==> config.mk <==
export PLATFORM = sky130hd
export DESIGN_NAME = stk_link_unit
export DESIGN_NICKNAME = d
export VERILOG_FILES = /design/src/rtl/stk_link_pkg.sv /design/src/rtl/stk_sp_reg.sv /design/src/rtl/stk_addr_gen.sv /design/src/rtl/stk_seq.sv /design/src/rtl/stk_link_unit.sv
export SDC_FILE = /design/constraint.sdc
export NUM_CORES = 1
export LEC_CHECK = 0
export ABC_AREA = 1
export BUFFER_PORTS_ARGS = -buffer_cell sky130_fd_sc_hd__buf_2
export CELL_PAD_IN_SITES_DETAIL_PLACEMENT = 1
export CELL_PAD_IN_SITES_GLOBAL_PLACEMENT = 2
export CORE_AREA = 2 2 152 154
export DETAILED_ROUTE_END_ITERATION = 12
export DIE_AREA = 0 0 154 156
export PLACE_DENSITY = 0.74
export SYNTH_ARGS = -nofsm -noshare
export SYNTH_HDL_FRONTEND = slang
export SYNTH_HIERARCHICAL = 1
export SYNTH_SLANG_ARGS = --single-unit
==> constraint.sdc <==
create_clock -name clk -period 3.05 [get_ports clk]
set_clock_uncertainty 0.1 [all_clocks]
set_input_delay 0.61 -clock clk [delete_from_list [all_inputs] [get_ports clk]]
set_output_delay 0.61 -clock clk [all_outputs]
set_load 0.02 [all_outputs]
==> src/rtl/stk_link_pkg.sv <==
package stk_link_pkg;

    typedef enum logic [2:0] {
        OP_VECTOR = 3'd0,
        OP_PUSH   = 3'd1,
        OP_PULL   = 3'd2,
        OP_CALL   = 3'd3,
        OP_RET    = 3'd4
    } stk_op_e;

    typedef enum logic [2:0] {
        ST_IDLE,
        ST_WR_HI,
        ST_WR_LO,
        ST_RD_LO,
        ST_RD_HI,
        ST_RD_END,
        ST_FINISH
    } stk_state_e;

    typedef enum logic [2:0] {
        SP_HOLD,
        SP_DEC1,
        SP_DEC2,
        SP_INC1,
        SP_INC2,
        SP_PRESET
    } sp_adj_e;

    localparam logic [2:0] OP_LAST = 3'd4;

    function automatic logic op_known(input logic [2:0] code);
        return code <= OP_LAST;
    endfunction

endpackage

==> src/rtl/stk_sp_reg.sv <==
module stk_sp_reg
    import stk_link_pkg::*;
#(
    parameter int              DATA_W   = 8,
    parameter logic [DATA_W-1:0] SP_RESET = 8'hFD
) (
    input  logic              clk,
    input  logic              rst_n,
    input  sp_adj_e           adj,
    output logic [DATA_W-1:0] sp
);

    localparam logic [DATA_W-1:0] ONE = DATA_W'(1);
    localparam logic [DATA_W-1:0] TWO = DATA_W'(2);

    always_ff @(posedge clk) begin
        if (!rst_n) begin
            sp <= SP_RESET;
        end else begin
            unique case (adj)
                SP_HOLD:   sp <= sp;
                SP_DEC1:   sp <= sp - ONE;
                SP_DEC2:   sp <= sp - TWO;
                SP_INC1:   sp <= sp + ONE;
                SP_INC2:   sp <= sp + TWO;
                SP_PRESET: sp <= SP_RESET;
                default:   sp <= sp;
            endcase
        end
    end

    // decrement below zero lands on the top of the page
    assert_sp_wrap_down_R7: assert property (@(posedge clk) disable iff (!rst_n)
        (adj == SP_DEC1 && sp == '0) |=> sp == {DATA_W{1'b1}});

    // double increment from the top wraps to one
    assert_sp_wrap_up_R7: assert property (@(posedge clk) disable iff (!rst_n)
        (adj == SP_INC2 && sp == {DATA_W{1'b1}}) |=> sp == ONE);

endmodule

==> src/rtl/stk_addr_gen.sv <==
module stk_addr_gen
    import stk_link_pkg::*;
#(
    parameter int                       ADDR_W       = 16,
    parameter int                       DATA_W       = 8,
    parameter logic [ADDR_W-DATA_W-1:0] STACK_PAGE   = 8'h01,
    parameter logic [ADDR_W-1:0]        RESET_VECTOR = 16'hFFFC
) (
    input  stk_state_e        state,
    input  stk_op_e           op,
    input  logic [DATA_W-1:0] sp,
    output logic [ADDR_W-1:0] addr
);

    localparam logic [DATA_W-1:0] ONE = DATA_W'(1);
    localparam logic [DATA_W-1:0] TWO = DATA_W'(2);

    logic [DATA_W-1:0] offset;

    always_comb begin
        unique case (state)
            ST_WR_HI: offset = sp;
            ST_WR_LO: offset = sp - ONE;
            ST_RD_LO: offset = sp + ONE;
            ST_RD_HI: offset = sp + TWO;
            default:  offset = sp;
        endcase
    end

    always_comb begin
        if (op == OP_VECTOR && (state == ST_RD_LO || state == ST_RD_HI))
            addr = RESET_VECTOR + ADDR_W'(state == ST_RD_HI);
        else
            addr = {STACK_PAGE, offset};
    end

endmodule

==> src/rtl/stk_seq.sv <==
module stk_seq
    import stk_link_pkg::*;
#(
    parameter int ADDR_W = 16,
    parameter int DATA_W = 8
) (
    input  logic              clk,
    input  logic              rst_n,
    input  logic              cmd_valid,
    input  logic [2:0]        cmd_op,
    input  logic [DATA_W-1:0] push_data,
    input  logic [ADDR_W-1:0] pc_in,
    input  logic [ADDR_W-1:0] call_target,
    input  logic [DATA_W-1:0] mem_rdata,
    input  logic [DATA_W-1:0] sp,
    output stk_state_e        state,
    output stk_op_e           op,
    output sp_adj_e           sp_adj,
    output logic              mem_wr,
    output logic              mem_rd,
    output logic [DATA_W-1:0] mem_wdata,
    output logic [ADDR_W-1:0] pc_out,
    output logic [DATA_W-1:0] pull_data,
    output logic              done,
    output logic              cmd_ready,
    output logic              status_load
);

    localparam logic [ADDR_W-1:0] PC_ONE = ADDR_W'(1);

    stk_state_e        st_q, st_d;
    stk_op_e           op_q;
    logic [DATA_W-1:0] data_q;
    logic [ADDR_W-1:0] link_q;
    logic [ADDR_W-1:0] tgt_q;
    logic [DATA_W-1:0] lo_q;
    logic [ADDR_W-1:0] pc_q;
    logic [DATA_W-1:0] pull_q;
    logic              accept;

    assign accept = (st_q == ST_IDLE) && cmd_valid && op_known(cmd_op);

    // next-state logic
    always_comb begin
        st_d = st_q;
        unique case (st_q)
            ST_IDLE: begin
                if (accept) begin
                    if (cmd_op == OP_PUSH || cmd_op == OP_CALL) st_d = ST_WR_HI;
                    else                                        st_d = ST_RD_LO;
                end
            end
            ST_WR_HI:  st_d = (op_q == OP_CALL) ? ST_WR_LO : ST_FINISH;
            ST_WR_LO:  st_d = ST_FINISH;
            ST_RD_LO:  st_d = (op_q == OP_PULL) ? ST_RD_END : ST_RD_HI;
            ST_RD_HI:  st_d = ST_RD_END;
            ST_RD_END: st_d = ST_FINISH;
            ST_FINISH: st_d = ST_IDLE;
            default:   st_d = ST_IDLE;
        endcase
    end

    // state register
    always_ff @(posedge clk) begin
        if (!rst_n) st_q <= ST_IDLE;
        else        st_q <= st_d;
    end

    // outputs
    always_comb begin
        mem_wr      = 1'b0;
        mem_rd      = 1'b0;
        mem_wdata   = '0;
        sp_adj      = SP_HOLD;
        done        = 1'b0;
        cmd_ready   = 1'b0;
        status_load = 1'b0;
        unique case (st_q)
            ST_IDLE: cmd_ready = 1'b1;
            ST_WR_HI: begin
                mem_wr    = 1'b1;
                mem_wdata = (op_q == OP_PUSH) ? data_q : link_q[ADDR_W-1 -: DATA_W];
                if (op_q == OP_PUSH) sp_adj = SP_DEC1;
            end
            ST_WR_LO: begin
                mem_wr    = 1'b1;
                mem_wdata = link_q[DATA_W-1:0];
                sp_adj    = SP_DEC2;
            end
            ST_RD_LO: mem_rd = 1'b1;
            ST_RD_HI: mem_rd = 1'b1;
            ST_RD_END: begin
                unique case (op_q)
                    OP_PULL:   sp_adj = SP_INC1;
                    OP_RET:    sp_adj = SP_INC2;
                    OP_VECTOR: sp_adj = SP_PRESET;
                    default:   sp_adj = SP_HOLD;
                endcase
            end
            ST_FINISH: begin
                done        = 1'b1;
                status_load = (op_q == OP_VECTOR);
            end
            default: ;
        endcase
    end

    // operand capture and results
    always_ff @(posedge clk) begin
        if (!rst_n) begin
            op_q   <= OP_VECTOR;
            data_q <= '0;
            link_q <= '0;
            tgt_q  <= '0;
            lo_q   <= '0;
            pc_q   <= '0;
            pull_q <= '0;
        end else begin
            if (accept) begin
                op_q   <= stk_op_e'(cmd_op);
                data_q <= push_data;
                link_q <= pc_in - PC_ONE;
                tgt_q  <= call_target;
            end
            if (st_q == ST_RD_HI) lo_q <= mem_rdata;
            if (st_q == ST_WR_LO) pc_q <= tgt_q;
            if (st_q == ST_RD_END) begin
                unique case (op_q)
                    OP_PULL:   pull_q <= mem_rdata;
                    OP_RET:    pc_q   <= {mem_rdata, lo_q} + PC_ONE;
                    OP_VECTOR: pc_q   <= {mem_rdata, lo_q};
                    default:   ;
                endcase
            end
        end
    end

    assign state     = st_q;
    assign op        = op_q;
    assign pc_out    = pc_q;
    assign pull_data = pull_q;

    assert_done_pulse_R11: assert property (@(posedge clk) disable iff (!rst_n)
        done |=> !done);

    assert_one_strobe_R10: assert property (@(posedge clk) disable iff (!rst_n)
        !(mem_wr && mem_rd));

    assert_busy_after_accept_R8: assert property (@(posedge clk) disable iff (!rst_n)
        (cmd_ready && cmd_valid && op_known(cmd_op)) |=> !cmd_ready);

    assert_ignore_unknown_R9: assert property (@(posedge clk) disable iff (!rst_n)
        (cmd_ready && cmd_valid && !op_known(cmd_op)) |=> cmd_ready);

    assert_push_sp_R3: assert property (@(posedge clk) disable iff (!rst_n)
        (done && op_q == OP_PUSH) |-> sp == $past(sp, 2) - DATA_W'(1));

    assert_call_target_R5: assert property (@(posedge clk) disable iff (!rst_n)
        (done && op_q == OP_CALL) |-> pc_out == $past(call_target, 3));

    assert_ret_sp_R6: assert property (@(posedge clk) disable iff (!rst_n)
        (done && op_q == OP_RET) |-> sp == $past(sp, 4) + DATA_W'(2));

endmodule

==> src/rtl/stk_link_unit.sv <==
module stk_link_unit
    import stk_link_pkg::*;
#(
    parameter int                 ADDR_W       = 16,
    parameter int                 DATA_W       = 8,
    parameter logic [ADDR_W-1:0]  RESET_VECTOR = 16'hFFFC,
    parameter logic [DATA_W-1:0]  SP_RESET     = 8'hFD,
    parameter logic [DATA_W-1:0]  STATUS_RESET = 8'h34,
    parameter logic [ADDR_W-DATA_W-1:0] STACK_PAGE = 8'h01
) (
    input  logic              clk,
    input  logic              rst_n,
    input  logic              cmd_valid,
    input  logic [2:0]        cmd_op,
    output logic              cmd_ready,
    input  logic [DATA_W-1:0] push_data,
    input  logic [ADDR_W-1:0] pc_in,
    input  logic [ADDR_W-1:0] call_target,
    output logic [ADDR_W-1:0] mem_addr,
    output logic              mem_wr,
    output logic              mem_rd,
    output logic [DATA_W-1:0] mem_wdata,
    input  logic [DATA_W-1:0] mem_rdata,
    output logic [ADDR_W-1:0] pc_out,
    output logic [DATA_W-1:0] pull_data,
    output logic [DATA_W-1:0] sp_out,
    output logic              done,
    output logic              status_load,
    output logic [DATA_W-1:0] status_value
);

    stk_state_e        state;
    stk_op_e           op;
    sp_adj_e           sp_adj;
    logic [DATA_W-1:0] sp;

    stk_seq #(.ADDR_W(ADDR_W), .DATA_W(DATA_W)) u_seq (
        .clk         (clk),
        .rst_n       (rst_n),
        .cmd_valid   (cmd_valid),
        .cmd_op      (cmd_op),
        .push_data   (push_data),
        .pc_in       (pc_in),
        .call_target (call_target),
        .mem_rdata   (mem_rdata),
        .sp          (sp),
        .state       (state),
        .op          (op),
        .sp_adj      (sp_adj),
        .mem_wr      (mem_wr),
        .mem_rd      (mem_rd),
        .mem_wdata   (mem_wdata),
        .pc_out      (pc_out),
        .pull_data   (pull_data),
        .done        (done),
        .cmd_ready   (cmd_ready),
        .status_load (status_load)
    );

    stk_sp_reg #(.DATA_W(DATA_W), .SP_RESET(SP_RESET)) u_sp (
        .clk   (clk),
        .rst_n (rst_n),
        .adj   (sp_adj),
        .sp    (sp)
    );

    stk_addr_gen #(
        .ADDR_W       (ADDR_W),
        .DATA_W       (DATA_W),
        .STACK_PAGE   (STACK_PAGE),
        .RESET_VECTOR (RESET_VECTOR)
    ) u_addr (
        .state (state),
        .op    (op),
        .sp    (sp),
        .addr  (mem_addr)
    );

    assign sp_out       = sp;
    assign status_value = STATUS_RESET;

    // writes always land in the stack page
    assert_write_in_page_R7: assert property (@(posedge clk) disable iff (!rst_n)
        mem_wr |-> mem_addr[ADDR_W-1:DATA_W] == STACK_PAGE);

endmodule

# ---- Yosys cells after proc, flatten, opt, wreduce, memory -nomap -nowiden
# Cells that the tools add are included.
dict set report classes {
  mux 21
  order_cmp 1
  n_reduce_logical 12
  eq_ne 18
  n_addsub 7
}
# cell n
set ops {}
lappend ops {{16-bit 2-to-1 mux} 3}
lappend ops {{8-bit one-hot mux with 5 select lines} 1}
lappend ops {{16-bit one-hot mux with 2 select lines} 1}
lappend ops {{8-bit one-hot mux with 3 select lines} 1}
lappend ops {{3-bit by 2-bit equality test with 1-bit output, second input constant} 7}
lappend ops {{3-bit equality test, second input constant} 6}
lappend ops {{3-bit one-hot mux with 3 select lines} 2}
lappend ops {{16-bit by 1-bit adder with 16-bit output, second input constant} 1}
lappend ops {{8-bit one-hot mux with 2 select lines} 1}
lappend ops {{16-bit by 1-bit subtractor with 16-bit output, second input constant} 1}
lappend ops {{3-bit one-hot mux with 5 select lines} 1}
lappend ops {{3-bit by 1-bit equality test with 1-bit output, second input constant} 4}
lappend ops {{8-bit by 1-bit adder with 8-bit output, second input constant} 1}
lappend ops {{8-bit by 2-bit adder with 8-bit output, second input constant} 1}
lappend ops {{8-bit 2-to-1 mux} 1}
lappend ops {{8-bit by 1-bit subtractor with 8-bit output, second input constant} 1}
lappend ops {{8-bit by 2-bit subtractor with 8-bit output, second input constant} 1}
lappend ops {{1-bit 2-to-1 mux} 7}
lappend ops {{3-bit logical NOT} 2}
lappend ops {{3-bit 2-to-1 mux} 2}
lappend ops {{2-bit OR reduction} 3}
lappend ops {{5-bit nonzero test} 1}
lappend ops {{3-bit by 2-bit adder with 4-bit output, first input constant} 1}
lappend ops {{3-bit <= comparator, second input constant} 1}
lappend ops {{5 further kinds} 8}
dict set report word_totals {
  word_cells 68
  ff_bits 86
  output_inout_bits 69
  inputBits 54
}

# ---- Longest topological paths before layout
dict set report depth {
  depth_word 5
  depth_mapped 17
  depth_no_buf 17
}

# ---- By module
# The synthesis kept the hierarchy.
# module cells_each instances area_each_um2 seq_area_each_um2
set modules_own_cells {}
lappend modules_own_cells {stk_seq 570 1 3858.7 1561.5}
lappend modules_own_cells {stk_sp_reg 177 1 1064.8 160.2}
lappend modules_own_cells {stk_addr_gen 136 1 721.9 0.0}
lappend modules_own_cells {stk_link_unit 10 1 67.6 0.0}

# ---- Least setup slack after synthesis
# Ideal clock, no wire load.
dict set report synth_path {
  path_kind {reg-to-reg}
  startpoint {register u_seq.st_q[0] (netlist: u_seq/state[0])}
  endpoint {register u_sp.sp[5]}
  t_required_ns 2.828
  arrival_time_ns 2.675
  path_stages_with_launch 17
  path_slack_ns 0.153
  synth_period_minus_slack_ns 2.897
  cell_sequence {dfxtp_1 inv_2 nor3_1 inv_1 o32ai_1 nor2_1 nand2_1 inv_1 fa_1 inv_1 nand3_1 nand2_1 nand2_1 nand2_1 o21bai_1 inv_1 nand3b_1}
}
dict set report synth_between {
  elab_chain_len 4
  word_cells_on_any_way 11
  cone_classes {eq/ne: 8; mux: 2; reduce/logical: 1}
}
# element line_no
set synth_rtl {}
lappend synth_rtl {{start, declared} stk_seq.sv:31} ;# stk_state_e st_q, st_d;
lappend synth_rtl {{start signal, assigned} stk_seq.sv:66} ;# else st_q <= st_d;
lappend synth_rtl {{3-bit equality test, or another cell as far along} stk_seq.sv:78} ;# unique case (st_q)
lappend synth_rtl {{3-bit one-hot mux with 3 select lines *} stk_seq.sv:78}
lappend synth_rtl {{net sp_adj[0]} stk_link_unit.sv:34} ;# sp_adj_e sp_adj;
lappend synth_rtl {{3-bit equality test, or another cell as far along} stk_sp_reg.sv:20} ;# unique case (adj)
lappend synth_rtl {{8-bit one-hot mux with 5 select lines / 5-bit nonzero test (equally long branches)} -}
lappend synth_rtl {{end signal, assigned} stk_sp_reg.sv:21} ;# SP_HOLD: sp <= sp;
lappend synth_rtl {{end signal, assigned} stk_sp_reg.sv:22} ;# SP_DEC1: sp <= sp - ONE;
lappend synth_rtl {{end signal, assigned} stk_sp_reg.sv:23} ;# SP_DEC2: sp <= sp - TWO;
lappend synth_rtl {{end, declared} stk_sp_reg.sv:10} ;# output logic [DATA_W-1:0] sp
# Mark *: on every way through the listed nets, which the timed path passes. The rest lies on a longest branch.
# A chain may end at the register's enable or synchronous reset.

# ---- Worst setup path after layout
dict set report layout_path {
  startpoint {register u_seq.st_q[0] (netlist: u_seq/state[0])}
  endpoint {output mem_addr[7]}
}
dict set report layout_between {
  elab_chain_len 4
  word_cells_on_any_way 8
  cone_classes {add/sub: 1; eq/ne: 3; mux: 2; reduce/logical: 2}
}
# element line_no
set layout_rtl {}
lappend layout_rtl {{parallel branches: the longest is 3 deep, another holds 3-bit by 2-bit adder with 4-bit output} -}
lappend layout_rtl {{16-bit 2-to-1 mux *} stk_addr_gen.sv:31} ;# if (op == OP_VECTOR && (state == ST_RD_LO || state == ST_RD_HI))
lappend layout_rtl {{end, declared} stk_link_unit.sv:19} ;# output logic [ADDR_W-1:0] mem_addr,
# Mark *: on every way between the ends.

==> results.py <==
metrics = {
    "placement": {
        "io_buffer_count": 113,
        "place_hpwl_mm": 15.1,
        "post-place-ws_ns": 0.115,
        "routabilityCongestion": 0.825,
    },
    "power": {
        "p_leak_uw": 0.00339,
        "combPwrFrac_pct": 55.9,
        "p_int_uw": 3490,
        "switchingPower_uw": 3200,
        "ir_drop_v": 0.000309,
        "seqPwrFrac_pct": 26.0,
        "switching_share_pct": 47.8,
        "clkPwrFrac_pct": 18.1,
        "power_density_nw_per_um2": 961,
    },
    "die": {
        "coreArea_um2": 22400,
        "ios": 123,
        "dieArea_um2": 24000,
        "die_w_um": 154,
        "rows": 55,
        "die_y_um": 156,
        "start_util_pct": 25.5,
    },
    "detailed_routing": {
        "route.detailed.drc": 0,
        "num_vias": 6029,
        "post_drt_wl_per_cell_um": 15.3,
        "drt_wl_total_mm": 19.8,
        "antenna_left": 0,
        "routed_via_density": 4.65,
        "drt-initial-drc-count": 203,
        "first_pass_iters": 4,
    },
    "worst_setup_path": {
        "critical_path_class": "reg -> out",
        "cp.arrival_ns": 2.15,
        "required_ns": 2.34,
        "startpoint_type": "flip-flop",
        "critPathMaxFanout": 9,
        "worst_setup_path_end_kind": "output pin",
    },
    "timing": {
        "fin_tns_setup_ns": 0,
        "fin_crit_sh_pct": 93.6,
        "hold_viol_final": 0,
        "setup_viol": 0,
        "rsz0062_at_grt": "no",
        "relSlewSlack_pct": 54.5,
        "slew_viol_final": 0,
        "fin_crit_ns": 2.86,
        "setup_ws_ns": 0.194,
        "tightestPinTransition_ns": 0.681,
        "fmax_mhz": 350,
    },
    "hold_path": {
        "min_path_type": "in -> reg",
    },
    "cts": {
        "cts_hold_buf": 0,
        "cts_tree": "built",
        "clkTransAtPathRegs_ns": 0.06,
        "cts.sinks": 86,
        "cts-htree-levels": 3,
        "numCtsBuffers": 9,
        "clockBufferDepth": 2,
        "clkLatencyLatePin_ns": 0.35,
        "ctsRootBufferMaster": "clkbuf_16",
    },
    "synth": {
        "syn_inst": 893,
        "synth_edf_count": 0,
        "syn_area_per_cell_um2": 6.40,
        "yosysSeqAreaShare_pct": 30.1,
        "ys_warn_count": 6,
        "ys_types": 44,
        "async_flop_share_pct": 0,
        "ys_ff_latch": 86,
        "synthesis.area_um2": 5710,
        "yosys_most_used_dff": "dfxtp_1",
    },
    "layout": {
        "seq_area_um2": 1730,
        "area_growth_pct": 21.8,
        "diodes": 0,
        "drive_gt1_share_pct": 18.9,
        "fin_nets": 1085,
        "nFillCells": 2904,
        "multiInputGateArea_um2": 3390,
    },
    "run": {
        "cap_viol_max_count": 0,
    },
    "global_route": {
        "grt_usage_pct": 16.4,
        "grt_pass1_vias": 5870,
        "grt_pass1_wl_mm": 31.3,
        "grt_max_degree": 49,
        "overflow": 0,
        "antenna_found_initial": 0,
    },
    "status": {
        "status": "finished clean",
    },
}
[cells in the mapped netlist (7+ instances only)]
library cell	n	area (um2)
nor2_1	126	473
ha_1	22	275
nand2_2	7	43.8
o21ai_0	92	460
dfxtp_1	86	1720
nand2_1	187	702
a21oi_1	68	340
inv_2	7	26.3
buf_4	20	150
xnor2_1	7	61.3
xor2_1	9	78.8
inv_1	100	375
nand3_1	73	365
buf_2	11	55.1
nand4_1	12	75.1
clkbuf_1	7	26.3
[path summary, 6_finish.rpt]
check	cells past startpoint	startpoint	slack, ns	end
setup reg to reg	15	u_seq/state[1]$_SDFFE_PN0P_	0.31	u_sp/sp[4]$_SDFFE_PN1P_
hold / removal	2	pc_in[0]	0.36	u_seq/link_q[0]$_SDFFE_PN0P_
setup / recovery	12	u_seq/state[0]$_SDFFE_PN0P_	0.19	mem_addr[7]
hold reg to reg	2	u_seq/tgt_q[13]$_SDFFE_PN0P_	0.36	u_seq/tgt_q[13]$_SDFFE_PN0P_
[final cells by class]
class                           instances  share of cell area (%)
Clock buffer                           10                    3.43
Clock inverter                          6                    1.22
Inverter                              109                    5.92
Multi-Input combinational cell        664                    48.8
Sequential cell                        86                    24.9
Tap cell                              285                    5.12
Timing Repair Buffer                  136                    10.6
[repair_timing]
| action | CTS | global route |
|---|---|---|
| setup buffers | 0 | 0 |
| hold endpoints to repair | 0 | 0 |
| endpoints found under the setup margin | 2 | 9 |
| resized for setup | 2 | 12 |
[per-layer routing]
layer | global-route usage (%) | vias up | routed length (um)
met1 | 21.5 | 2819 | 9480
met3 | 2.08 | 11 | 574
met4 | 3.87 | 0 | 176
met2 | 28.6 | 90 | 9540
li1 | - | 3109 | -
met5 | 0 | - | 0
[critical path: stages (launching register included)]
cell and delay [ns]:
dfxtp_4 0.38, buf_4 0.14, nand3_1 0.07, buf_4 0.19, ha_2 0.38, nand2_1 0.08, nor2_1 0.11, nand2_1 0.07
nand2_1 0.06, nand2_1 0.04, nand3_1 0.06, nand2_1 0.06, buf_4 0.15
[kinds of logic (layout without fill, tap and decap cells)]
family	count (synthesis)	count (layout)	share of synthesized area (%)
fa+ha+maj	25	25	5.87
other cells	3	9	0.197
flops	86	86	30.1
buf+inv	149	261	11.5
compound gates	184	184	16.9
simple gates	429	429	32.6
xor+xnor	17	17	2.74
[power by group through the flow]
stage / Combinational [uW] / Sequential, uW / Clock, uW
3_3_place_gp: 3680 / 1750 / 0
4_1_cts: 3750 / 1730 / 1250
2_1_floorplan: 2450 / 1850 / 0
5_1_grt: 4250 / 1780 / 1290
3_5_place_dp: 3730 / 1750 / 0
6_report: 3740 / 1740 / 1210
[registers in the layout, summed over array words and instances (netlist names)]
signal and cells:
u_seq/data_q 8, u_sp/sp 8, u_seq/op 3, u_seq/lo_q 8, u_seq/link_q 16, u_seq/pull_data 8, u_seq/state 3, u_seq/pc_out 16
u_seq/tgt_q 16
[metrics by stage]
stage	total power, uW	instances	hold slack [ns]	utilization (%)	area, um2
2_1_floorplan	4300	899	0.330	-	5740
3_3_place_gp	5430	1280	0.343	29.4	6580
3_5_place_dp	5470	1280	0.348	29.4	6580
4_1_cts	6730	1296	0.343	30.9	6910
5_1_grt	7320	1296	0.368	31.1	6960
6_report	6690	1296	0.358	31.1	6960
[layout by cell type (no fill, tap or decap), types with 3 or more instances in the layout]
cell,netlist,layout
nand2_1,187,186
nor2_1,126,126
buf_2,11,112
inv_1,100,100
o21ai_0,92,92
dfxtp_1,86,83
nand3_1,73,72
a21oi_1,68,67
buf_4,20,24
ha_1,22,19
nand4_1,12,12
conb_1,3,9
clkbuf_16,0,9
xor2_1,9,9
nand2_2,7,8
inv_2,7,7
xnor2_1,7,7
o211ai_1,6,6
o21ai_1,5,5
nand3b_1,5,5
nor3_1,5,5
nor2_4,5,5
fa_1,3,3
o21a_1,3,3
(Power assumes the default switching activity.)
